`config.mk`:
```
export PLATFORM = sky130hd
export DESIGN_NAME = fev_ctrl
export DESIGN_NICKNAME = d
export VERILOG_FILES = /design/src/rtl/fev_pkg.sv /design/src/rtl/fev_array.sv /design/src/rtl/fev_seq.sv /design/src/rtl/fev_engine.sv /design/src/rtl/fev_ctrl.sv
export SDC_FILE = /design/constraint.sdc
export NUM_CORES = 1
export LEC_CHECK = 0
export CAP_MARGIN = 10
export CELL_PAD_IN_SITES_DETAIL_PLACEMENT = 1
export CELL_PAD_IN_SITES_GLOBAL_PLACEMENT = 1
export CORE_MARGIN = 2
export CORE_UTILIZATION = 40
export CTS_CLUSTER_SIZE = 20
export DETAILED_ROUTE_END_ITERATION = 16
export DONT_BUFFER_PORTS = 1
export PLACE_DENSITY_LB_ADDON = 0.15
export SLEW_MARGIN = 30
export SYNTH_ARGS = -nofsm -noshare
export SYNTH_HDL_FRONTEND = slang
export SYNTH_HIERARCHICAL = 1
export SYNTH_SLANG_ARGS = --single-unit
```
`constraint.sdc`:
```
create_clock -name clk -period 2.7 [get_ports clk]
set_input_delay 0.135 -clock clk [delete_from_list [all_inputs] [get_ports clk]]
set_output_delay 0.135 -clock clk [all_outputs]
set_load 0.03 [all_outputs]
```
`src/rtl/fev_pkg.sv`:
```
package fev_pkg;
  localparam int BUS_W = 8;
  localparam logic [BUS_W-1:0] OPC_VERIFY = 8'h05;
  localparam int ST_FREE  = 7;
  localparam int ST_DONE  = 6;
  localparam int ST_ERR   = 4;
  localparam int ST_BLANK = 2;

  typedef enum logic [1:0] {SEQ_IDLE, SEQ_ADDR, SEQ_CMD} seq_state_t;

  // total cycles from launch edge to completion edge on an idle engine
  function automatic int verify_cycles(int depth);
    return depth + 12;
  endfunction

  function automatic logic [BUS_W-1:0] pack_status(logic free, logic done,
                                                   logic err, logic blank);
    logic [BUS_W-1:0] s;
    s = '0;
    s[ST_FREE]  = free;
    s[ST_DONE]  = done;
    s[ST_ERR]   = err;
    s[ST_BLANK] = blank;
    return s;
  endfunction
endpackage

```
`src/rtl/fev_array.sv`:
```
module fev_array #(
  parameter int DEPTH = 16,
  localparam int IW = $clog2(DEPTH)
) (
  input  logic                     clk,
  input  logic                     ld_en,
  input  logic [IW-1:0]            ld_addr,
  input  logic [fev_pkg::BUS_W-1:0] ld_data,
  input  logic [IW-1:0]            rd_addr,
  output logic [fev_pkg::BUS_W-1:0] rd_data,
  input  logic [IW-1:0]            scan_addr,
  output logic [fev_pkg::BUS_W-1:0] scan_data
);
  logic [fev_pkg::BUS_W-1:0] mem [DEPTH];

  always_ff @(posedge clk) begin
    if (ld_en) mem[ld_addr] <= ld_data;
  end

  assign rd_data   = mem[rd_addr];
  assign scan_data = mem[scan_addr];
endmodule

```
`src/rtl/fev_seq.sv`:
```
module fev_seq
  import fev_pkg::*;
(
  input  logic             clk,
  input  logic             rst_n,
  input  logic             wr_arr,
  input  logic             wr_stat,
  input  logic             wr_cmd,
  input  logic [BUS_W-1:0] wdata,
  input  logic             div_loaded,
  input  logic             buf_free,
  output logic             launch,
  output logic             err_set,
  output logic             acc_err
);
  seq_state_t state, state_nxt;
  logic       err_clr;

  always_comb begin
    state_nxt = state;
    launch    = 1'b0;
    err_set   = 1'b0;
    err_clr   = 1'b0;
    if (wr_stat && wdata[ST_ERR]) begin
      err_clr = 1'b1;
    end else if (!acc_err) begin
      if (wr_arr) begin
        if (state == SEQ_IDLE && div_loaded && buf_free) state_nxt = SEQ_ADDR;
        else err_set = 1'b1;
      end else if (wr_cmd) begin
        if (state == SEQ_ADDR && wdata == OPC_VERIFY) state_nxt = SEQ_CMD;
        else err_set = 1'b1;
      end else if (wr_stat) begin
        if (wdata == '0) begin
          state_nxt = SEQ_IDLE;
        end else if (wdata[ST_FREE]) begin
          if (state == SEQ_CMD) begin
            launch    = 1'b1;
            state_nxt = SEQ_IDLE;
          end else begin
            err_set = 1'b1;
          end
        end
      end
      if (err_set) state_nxt = SEQ_IDLE;
    end
  end

  always_ff @(posedge clk or negedge rst_n) begin
    if (!rst_n) begin
      state   <= SEQ_IDLE;
      acc_err <= 1'b0;
    end else begin
      state <= state_nxt;
      if (err_clr)      acc_err <= 1'b0;
      else if (err_set) acc_err <= 1'b1;
    end
  end
endmodule

```
`src/rtl/fev_engine.sv`:
```
module fev_engine
  import fev_pkg::*;
#(
  parameter int DEPTH = 16,
  localparam int IW = $clog2(DEPTH),
  localparam int CW = $clog2(verify_cycles(DEPTH)) + 1
) (
  input  logic             clk,
  input  logic             rst_n,
  input  logic             launch,
  input  logic [BUS_W-1:0] scan_data,
  output logic [IW-1:0]    scan_addr,
  output logic             buf_free,
  output logic             done,
  output logic             blank,
  output logic             busy,
  output logic             start,
  output logic             finish
);
  localparam logic [CW-1:0] LAST_C  = CW'(verify_cycles(DEPTH) - 2);
  localparam logic [CW-1:0] DEPTH_C = CW'(DEPTH);

  logic          pending;
  logic [CW-1:0] cnt;
  logic          all_ones;

  assign buf_free  = !pending;
  assign finish    = busy && (cnt == LAST_C);
  assign start     = pending && (!busy || finish);
  assign scan_addr = cnt[IW-1:0];

  always_ff @(posedge clk or negedge rst_n) begin
    if (!rst_n) begin
      pending  <= 1'b0;
      busy     <= 1'b0;
      cnt      <= '0;
      all_ones <= 1'b0;
      blank    <= 1'b0;
      done     <= 1'b1;
    end else begin
      if (launch)     pending <= 1'b1;
      else if (start) pending <= 1'b0;

      if (start) begin
        busy     <= 1'b1;
        cnt      <= '0;
        all_ones <= 1'b1;
        blank    <= 1'b0;
      end else if (finish) begin
        busy  <= 1'b0;
        blank <= all_ones;
        done  <= 1'b1;
      end else if (busy) begin
        cnt <= cnt + 1'b1;
        if (cnt < DEPTH_C) all_ones <= all_ones & (scan_data == '1);
      end

      if (launch) done <= 1'b0;
    end
  end
endmodule

```
`src/rtl/fev_ctrl.sv`:
```
module fev_ctrl
  import fev_pkg::*;
#(
  parameter int DEPTH = 16,
  localparam int IW = $clog2(DEPTH),
  localparam int AW = IW + 1
) (
  input  logic             clk,
  input  logic             rst_n,
  input  logic             bus_we,
  input  logic [AW-1:0]    bus_addr,
  input  logic [BUS_W-1:0] bus_wdata,
  output logic [BUS_W-1:0] bus_rdata,
  input  logic             ld_en,
  input  logic [IW-1:0]    ld_addr,
  input  logic [BUS_W-1:0] ld_data
);
  logic       is_reg;
  logic [1:0] reg_off;
  logic       wr_arr, wr_div, wr_stat, wr_cmd;

  logic [BUS_W-2:0] div_val;
  logic             div_loaded;

  logic             launch_pulse, err_pulse, acc_err;
  logic             start_pulse, finish_pulse, busy;
  logic             buf_free, done_flag, blank_flag;
  logic [IW-1:0]    scan_addr;
  logic [BUS_W-1:0] scan_data, arr_rdata;

  assign is_reg  = bus_addr[AW-1];
  assign reg_off = bus_addr[1:0];
  assign wr_arr  = bus_we && !is_reg;
  assign wr_div  = bus_we && is_reg && reg_off == 2'd0;
  assign wr_stat = bus_we && is_reg && reg_off == 2'd1;
  assign wr_cmd  = bus_we && is_reg && reg_off == 2'd2;

  always_ff @(posedge clk or negedge rst_n) begin
    if (!rst_n) begin
      div_val    <= '0;
      div_loaded <= 1'b0;
    end else if (wr_div) begin
      div_val    <= bus_wdata[BUS_W-2:0];
      div_loaded <= 1'b1;
    end
  end

  fev_array #(.DEPTH(DEPTH)) u_array (
    .clk(clk), .ld_en(ld_en), .ld_addr(ld_addr), .ld_data(ld_data),
    .rd_addr(bus_addr[IW-1:0]), .rd_data(arr_rdata),
    .scan_addr(scan_addr), .scan_data(scan_data)
  );

  fev_seq u_seq (
    .clk(clk), .rst_n(rst_n), .wr_arr(wr_arr), .wr_stat(wr_stat),
    .wr_cmd(wr_cmd), .wdata(bus_wdata), .div_loaded(div_loaded),
    .buf_free(buf_free), .launch(launch_pulse), .err_set(err_pulse),
    .acc_err(acc_err)
  );

  fev_engine #(.DEPTH(DEPTH)) u_engine (
    .clk(clk), .rst_n(rst_n), .launch(launch_pulse), .scan_data(scan_data),
    .scan_addr(scan_addr), .buf_free(buf_free), .done(done_flag),
    .blank(blank_flag), .busy(busy), .start(start_pulse),
    .finish(finish_pulse)
  );

  always_comb begin
    if (!is_reg) begin
      bus_rdata = arr_rdata;
    end else begin
      unique case (reg_off)
        2'd0:    bus_rdata = {div_loaded, div_val};
        2'd1:    bus_rdata = pack_status(buf_free, done_flag, acc_err, blank_flag);
        default: bus_rdata = '0;
      endcase
    end
  end
endmodule

```
### After elaboration in Yosys (flattened, before gate mapping)

Memories as Yosys holds them, arrays and structs flattened.
Index checks and enable logic that the tools add are counted.
W data, S select, Z words.

* flip-flop bits (word level): 22
* bits in writable memories: 128
* bits of input ports: 29
* output and inout port bits: 8
* word-level logic and storage cells: 110
* memories kept: 1

Memories
* u_array.mem: depth 16, bits a word 8, rd ports 2, clocked after memory_dff 0, wr ports 1, RTL line fev_array.sv:14 `logic [fev_pkg::BUS_W-1:0] mem [DEPTH];`

* $add $sub $neg: 1
* $lt $le $gt $ge: 1
* equality and inequality tests: 11
* muxes and demuxes: 52
* bitwise logic cells: 3
* reductions and logical operators: 31

Operators with widths (number)
* $mux W1: 38
* $mux W2: 9
* $mux W6: 3
* $pmux W8 S2: 1
* $reduce_bool A2 Y1: 6
* $logic_and A1 B1 Y1: 11
* $reduce_bool A5 Y1: 2
* $eq A8 B3 Y1 const B: 1
* $eq A8 B8 Y1 const B: 1
* $logic_not A8 Y1: 1
* $mux W8: 1
* $reduce_and A7 Y1: 1
* $add A6 B1 Y6 const B: 1
* $eq A6 B5 Y1 const B: 1
* $lt A6 B5 Y1 const B: 1
* $eq A2 B1 Y1 const B: 2
* $eq A2 B2 Y1 const B: 2
* $logic_not A2 Y1: 2
* $ne A2 B2 Y1 const B: 2
* $ne A4 B3 Y1 const B: 1
* $reduce_and A2 Y1: 2
* $reduce_bool A4 Y1: 1
* $logic_not A1 Y1: 3
* $ne A3 B3 Y1 const B: 1
* 4 further kinds: 5

### Logic depth before layout (Yosys ltp)

Gate-level depths: netlist (run 1).

* depth in word-level cells: 13
* depth in mapped cells: 9
* gate-level depth less buffers: 7

### By module

Netlist (run 1), hierarchy kept.

By module, submodules not included
* fev_array: times used 1, cells an instance 291, area each 6024.5 um^2, sequential area each 3843.7 um^2
* fev_engine: times used 1, cells an instance 67, area each 661.9 um^2, sequential area each 276.5 um^2
* fev_ctrl: times used 1, cells an instance 50, area each 523.0 um^2, sequential area each 200.2 um^2
* fev_seq: times used 1, cells an instance 31, area each 247.7 um^2, sequential area each 75.1 um^2

### Worst setup path before layout (run 1)

Ideal clock, no wire load.

* path type: reg2reg
* start: register u_engine.cnt[0]
* end: register u_engine.all_ones
* library setup time: 0.123 ns
* data arrival time: 1.830 ns
* data required time: 2.577 ns
* slack: 0.748 ns
* stages on the path, launching flop included: 10
* path buffers: 3
* cells stage by stage: dfrtp_1 > buf_4 > buf_6 > buf_6 > mux4_1 > a22oi_1 > nand2_1 > nand4_1 > o211ai_1 > o221a_2

* cells in the longest elaborated chain, start to end: 7

RTL lines
* from (decl): RTL line fev_engine.sv:24 `logic [CW-1:0] cnt;`
* from (signal assigned): RTL line fev_engine.sv:54 `cnt <= cnt + 1'b1;`
* $mem_v2 Z16 W8
* named net scan_data[5]: RTL line fev_ctrl.sv:29 `logic [BUS_W-1:0] scan_data, arr_rdata;`
* $eq A8 B8 Y1: RTL line fev_engine.sv:55 `if (cnt < DEPTH_C) all_ones <= all_ones & (scan_data == '1);`
* $and A1 B1 Y1: RTL line fev_engine.sv:55
* $mux W1: RTL line fev_engine.sv:55
* $mux W1: RTL line fev_engine.sv:53 `end else if (busy) begin`
* $mux W1: RTL line fev_engine.sv:49 `end else if (finish) begin`
* $mux W1: RTL line fev_engine.sv:44 `if (start) begin`
* to (signal assigned): RTL line fev_engine.sv:55
* to (decl): RTL line fev_engine.sv:25 `logic all_ones;`

The timed path passes the listed nets, and every way through them passes these cells. The select of a mux whose other input is x is not followed.
A chain may end at the register's enable or synchronous reset.

==> metrics.md, run 1 <==
| Metric | Value |
|---|---|
| Status | complete, no violations |
| Final core occ | 0.467 |
| Syn Std Cell Area | 7440 um^2 |
| Setup Skew | 6.35 ps |
| Final non-filler cell area | 8450 um^2 |
| First-pass GRT wire length | 28800 um |
| WL/cell | 26.2 um |
| Max-slew violations | 0 |
| Kind of critical path | register to primary output |
| Core outline area | 18100 um^2 |
| Final setup viols | 0 |
| Num ports | 37 |
| Placer's final routability congestion estimate | 0.774 |
| Vias | 4322 |
| Row Count | 49 |
| CTS tree | done |
| Final Cycle Share | 0.886 |
| Share of cells above drive strength 1 | 0.234 |
| Die Wd | 140 um |
| Internal Power | 0.00410 W |
| Yosys warnings | 6 |
| Placed Area | 7680 um^2 |
| DRT iter0 DRCs | 298 |
| Worst-path cell chain | mux4_1 -> a22oi_1 -> nand2_1 -> inv_1 -> o22ai_1 -> buf_4 |
| CP max stage delay | 520 ps |
| Gr usage total | 0.200 |
| Gate power share | 0.079 |
| Vias in the first global route | 4742 |
| Power per standard cell area | 637 nW/um^2 |
| Psw | 0.00128 W |
| Clock sink count | 150 |
| WHS | 50.5 ps |
| Fmax | 418 MHz |
| Leak | 2.95 nW |
| CTS Buffer Depth | 2 |
| Port Buffers | 0 |
| Vias per Instance | 6.07 |
| Pin count of the biggest net entering global routing | 41 |
| DRC errors left | 0 |
| Rel. slew slack | 0.360 |
| DIE AREA | 19700 um^2 |
| Unrepaired setup endpoints after global routing | no |
| CTS buffer count | 17 |
| Root buffer cell | clkbuf_16 |
| Overall Power | 0.00538 W |
| Worst path slowest cell | mux4_1 |
| Worst setup SP type | register |
| Pre-antenna DRT Iters | 4 |
| Sequential power share | 0.492 |
| Fin. Hold Viols | 0 |
| CP delay by family, top | multiplexers |
| Worst Path Buf+Inv | 2 |
| Switching Share | 0.239 |
| Post-Syn Area per Cell | 17.1 um^2 |
| Instance count of the mapped netlist | 436 |
| Setup Buffers After CTS | 0 |
| Final Critical Period | 2390 ps |
| Clock group share of total power | 0.430 |
| Required time worst endpoint | 2570 ps |
| CTS H-tree depth | 4 |
| Max cap viols | 0 |
| Routed Antenna Nets | 0 |
| Initial Utilization | 0.411 |
| Initial antenna violation count | 0 |
| Critical Path Fanout Max | 2 |
| CP endpoint kind | primary output |
| Peak supply drop | 427 uV |
| Clock slew at reported path FFs | 60 ps |
| Crit path DAT | 2260 ps |
| Hold WC Path Type | input port to register |
| Skew-Pair Late Insertion Delay | 420 ps |
| Fin nets | 501 |
| Detailed placement HPWL | 12400 um |
| Syn_nets | 467 |
| Total gr overflow | 0 |
| Routed WL | 18700 um |
| Layout area overhead | 13.5% |
| Setup TNS | 0 ps |
| Fillers | 1695 |
| Die Y-Extent | 140 um |
| Slew @ Worst Pin | 956 ps |
| ANT cells | 0 |
[metal layers]
layer	up-vias	global-route usage	wire (um)
met4	0	0.0601	333
met1	2300	0.254	7680
met5	-	0	0
met3	19	0.0410	1010
met2	129	0.349	9660
li1	1874	-	-
[repair_timing]
action                                 in CTS  in global routing
endpoints found under the hold margin     160                  0
hold buffers                               18                  0
setup endpoints to repair                   0                  0
resized for setup                           0                  0
[power by group through the flow]
stage / sequential (W) / clock [W] / combinational [W]
after global routing: 0.00265 / 0.00244 / 0.000459
final: 0.00264 / 0.00231 / 0.000424
after global placement: 0.00269 / 0 / 0.000360
after detailed placement: 0.00269 / 0 / 0.000366
after floorplan: 0.00267 / 0 / 0.000307
after CTS: 0.00264 / 0.00235 / 0.000428
[registers in the layout (all words and copies together), names as in the netlist]
name / count
div_val: 7
u_engine/done: 1
u_seq/state: 2
div_loaded: 1
u_seq/acc_err: 1
u_array/mem: 128
u_engine/blank: 1
u_engine/pending: 1
u_engine/cnt: 6
u_engine/all_ones: 1
u_engine/busy: 1
[worst min-delay path: cells and delay by family]
kind	cells	cell delay, ps
compound gates	1	100
simple gates	2	190
[metrics by stage]
step                cells  setup WS [ps]
floorplan             436            749
global placement      662            412
detailed placement    662            373
CTS                   712            290
global route          712            219
finish                712            307
[cells in the final DEF (no fill, tap or decap), types with 2 or more instances in the layout]
cell and count:
mux2_4 7, edfxtp_1 128, clkinvlp_4 2, inv_1 15
buf_4 27, a31oi_1 2, inv_6 3, and2b_1 2
nor3_1 5, a22oi_1 32, mux4_4 2, clkbuf_16 17
or2_1 2, o221ai_1 2, mux4_2 34, nand4_1 5
o21ai_0 2, and2_2 2, nand3b_1 5, nand2_1 28
nand3_1 7, nor2_1 22, o211ai_1 2, and2_1 3
dlygate4sd3_1 17, ha_1 2, inv_8 2, o22ai_1 9
dfrtp_1 20, nor3b_1 2, mux2i_1 7, clkinv_4 5
nor2b_1 4, mux4_1 28, a21oi_1 2, nand2b_1 5
[final timing paths]
path / startpoint / end / slack (ps) / cells past startpoint
min in group asynchronous: rst_n / u_seq/state[1] / 160 / 2
max in group asynchronous: rst_n / u_engine/done / 2320 / 2
setup reg to reg: u_engine/cnt[0] / u_engine/all_ones / 400 / 7
setup / recovery: u_array/mem[9][5] / bus_rdata[5] / 310 / 6
hold / removal: bus_addr[4] / u_seq/state[0] / 50 / 3
hold reg to reg: div_loaded / div_loaded / 510 / 1
[layout make-up]
class | count | area [um^2] | share of cell area
Inverter | 15 | 56.3 | 0.00667
Sequential cell | 150 | 4400 | 0.521
Clock buffer | 18 | 429 | 0.0508
Timing Repair Buffer | 45 | 393 | 0.0465
Tap cell | 229 | 287 | 0.0339
Multi-Input combinational cell | 241 | 2740 | 0.325
Clock inverter | 14 | 141 | 0.0167
(Power assumes the default switching activity.)
==> run 2: changes to the inputs <==
--- a/config.mk
+++ b/config.mk
@@ -13,6 +13,7 @@
 export CTS_CLUSTER_SIZE = 20
 export DETAILED_ROUTE_END_ITERATION = 16
 export DONT_BUFFER_PORTS = 1
+export HOLD_SLACK_MARGIN = 0.1
 export PLACE_DENSITY_LB_ADDON = 0.15
 export SLEW_MARGIN = 30
 export SYNTH_ARGS = -nofsm -noshare
==> run 2 against run 1 <==
Against the previous run:
- critical path depth unchanged
- global-route usage up 0.14 points
- largest cell class unchanged
- cell area up 0.71%
- non-clock buffer count up 6
- clock skew barely moved
- sequential share of layout area shrank 0.37 points
- sequential cell count stayed put
- setup slack got worse by 19 ps
==> metrics.md, run 2 (synthesis gave the netlist of run 1 again) <==
| Metric | Value |
|---|---|
| Layout area overhead | 14.3% |
| DIE AREA | 19700 um^2 (unchanged) |
| WL/cell | 26.2 um (-0.29%) |
| Routed WL | 18800 um (+0.55%) |
| Max cap viols | 0 (unchanged) |
| WHS | 117 ps (+66.9 ps) |
| Core outline area | 18100 um^2 (unchanged) |
| Gr usage total | 0.202 (+0.00141) |
| Top reg by flops | u_array/mem |
| Setup TNS | 0 ps (unchanged) |
| Initial antenna violation count | 0 (unchanged) |
| Skew-Pair Late Insertion Delay | 420 ps (about the same) |
| CP max stage delay | 520 ps (about the same) |
| Leak | 2.97 nW (+0.86%) |
| Initial Utilization | 0.411 (unchanged) |
| Worst setup SP type | register |
| Num ports | 37 (unchanged) |
| Die Y-Extent | 140 um (unchanged) |
| Commonest cells after routing, fill and taps aside | edfxtp_1, mux4_2, a22oi_1 |
| DRC errors left | 0 (unchanged) |
| Overall Power | 0.00539 W (+0.16%) |
| Port Buffers | 0 (unchanged) |
| Total gr overflow | 0 (unchanged) |
| Most common cell after layout, fill and taps aside | edfxtp_1 |
| Placer's final routability congestion estimate | 0.774 (unchanged) |
| Reg area | 4400 um^2 (unchanged) |
| Pre-antenna DRT Iters | 4 (unchanged) |
| R2R depth | 7 (unchanged) |
| Dpl cells | 662 (unchanged) |
| Fillers | 1696 (+0.059%) |
| Reg2reg setup slack | 400 ps (about the same) |
| Top Registers | u_array/mem x128, div_val x7, u_engine/cnt x6 |
| Final setup viols | 0 (unchanged) |
| Vias per Instance | 6.00 (-1.2%) |
| Vias | 4307 (-0.35%) |
| Cts repair resizes | 0 (unchanged) |
| Hold WC Path Type | input port to register |
| Layout Cells excl Fill | 718 (+0.84%) |
| Pin count of the biggest net entering global routing | 41 (unchanged) |
| Slew @ Worst Pin | 960 ps (+3.60 ps) |
| Rel. slew slack | 0.358 (-0.00241) |
| Crit path DAT | 2280 ps (+20 ps) |
| Kind of critical path | register to primary output |
| Max-slew violations | 0 (unchanged) |
| Clock sink count | 150 (unchanged) |
| Power per standard cell area | 633 nW/um^2 (-0.55%) |
| Detailed placement HPWL | 12400 um (unchanged) |
| Routed Antenna Nets | 0 (unchanged) |
| Hold_sp | bus_wdata[2] |
| Fmax | 415 MHz (-0.79%) |
| Root buffer cell | clkbuf_16 |
| Fin. Hold Viols | 0 (unchanged) |
| Peak supply drop | 427 uV (about the same) |
| Unrepaired setup endpoints after global routing | no |
| Area of the multi-input gates | 2740 um^2 (unchanged) |
| Worst-path cell chain | mux4_1 -> a22oi_1 -> nand2_1 -> inv_1 -> o22ai_1 -> buf_4 |
| WHS Endpoint | u_seq/state[1] |
| First-pass GRT wire length | 29000 um (+0.74%) |
| Hold Path Cell Cnt | 3 (unchanged) |
| Required time worst endpoint | 2570 ps (about the same) |
| Worst path slowest cell | mux4_1 |
| Max reg flops | 128 (unchanged) |
| CTS buffer count | 17 (unchanged) |
| Row Count | 49 (unchanged) |
| DRT iter0 DRCs | 306 (+2.7%) |
| Die Wd | 140 um (unchanged) |
| CP endpoint kind | primary output |
| CTS tree | done |
| Worst reg2reg path endpoint | u_engine/all_ones |
| Fin nets | 507 (+1.2%) |
| Critical Path Fanout Max | 2 (unchanged) |
| Final Cycle Share | 0.893 (+0.00704) |
| Status | complete, no violations |
| Share of cells above drive strength 1 | 0.231 (-0.00287) |
| ANT cells | 0 (unchanged) |
| Reg2reg start | u_engine/cnt[0] |
| Setup Skew | 6.39 ps (+0.0383 ps) |
| CTS Buffer Depth | 2 (unchanged) |
| Clock slew at reported path FFs | 70 ps (about the same) |
| Final Critical Period | 2410 ps (+19.0 ps) |
| CTS H-tree depth | 4 (unchanged) |
| Vias in the first global route | 4784 (+0.89%) |
run 2: through the flow:
step                       util  area [um^2]  setup WS (ps)
final                     0.470         8510            288
after floorplan               -         7440            749
after global routing      0.470         8510            219
after global placement    0.425         7680            412
after detailed placement  0.425         7680            373
after CTS                 0.470         8500            290
run 2: worst max-delay path, delay by kind of cell (launching register included):
| kind | cells | cell delay (ps) |
|---|---|---|
| AOI/OAI and AO/OA | 2 | 470 |
| muxes | 1 | 520 |
| and+or+nand+nor | 1 | 200 |
| DFF | 1 | 390 |
| buffers and inverters | 2 | 260 |
run 2: how the worst max path moves through the flow:
stage,start,slack (ps),cells past startpoint,end
finish,u_array/mem[9][5],290,6,bus_rdata[5]
global route,u_engine/cnt[0],220,7,u_engine/all_ones
CTS,u_array/mem[9][4],290,6,bus_rdata[4]
detailed placement,u_engine/cnt[0],370,7,u_engine/all_ones
global placement,u_engine/cnt[0],410,7,u_engine/all_ones
floorplan,u_engine/cnt[0],750,9,u_engine/all_ones
run 2: timing repair:
item / CTS / global route
endpoints found under the setup margin: 0 / 0
setup buffers: 0 / 0
hold buffers: 24 / 0
hold endpoints to repair: 183 / 0
run 2: final cells by class:
| class | instances | area share |
|---|---|---|
| flip-flops and latches | 150 | 0.517 |
| well taps | 229 | 0.0337 |
| multi-input cells | 241 | 0.322 |
| repair buffers | 51 | 0.0533 |
| clock inverters | 14 | 0.0166 |
| inverters | 15 | 0.00662 |
| clock buffers | 18 | 0.0505 |
run 2: where the power goes:
| group | internal (W) | switching, W | leakage [nW] |
|---|---|---|---|
| registers | 0.00260 | 0.0000471 | 1.41 |
| logic | 0.000212 | 0.000220 | 1.29 |
| clock network | 0.00129 | 0.00102 | 0.273 |
run 2: metal layers:
layer,part of all wire,GRT usage,vias up
met5,0,0,-
met1,0.42,0.256,2302
met4,0.016,0.0601,0
met3,0.045,0.0403,16
li1,-,-,1885
met2,0.52,0.351,104
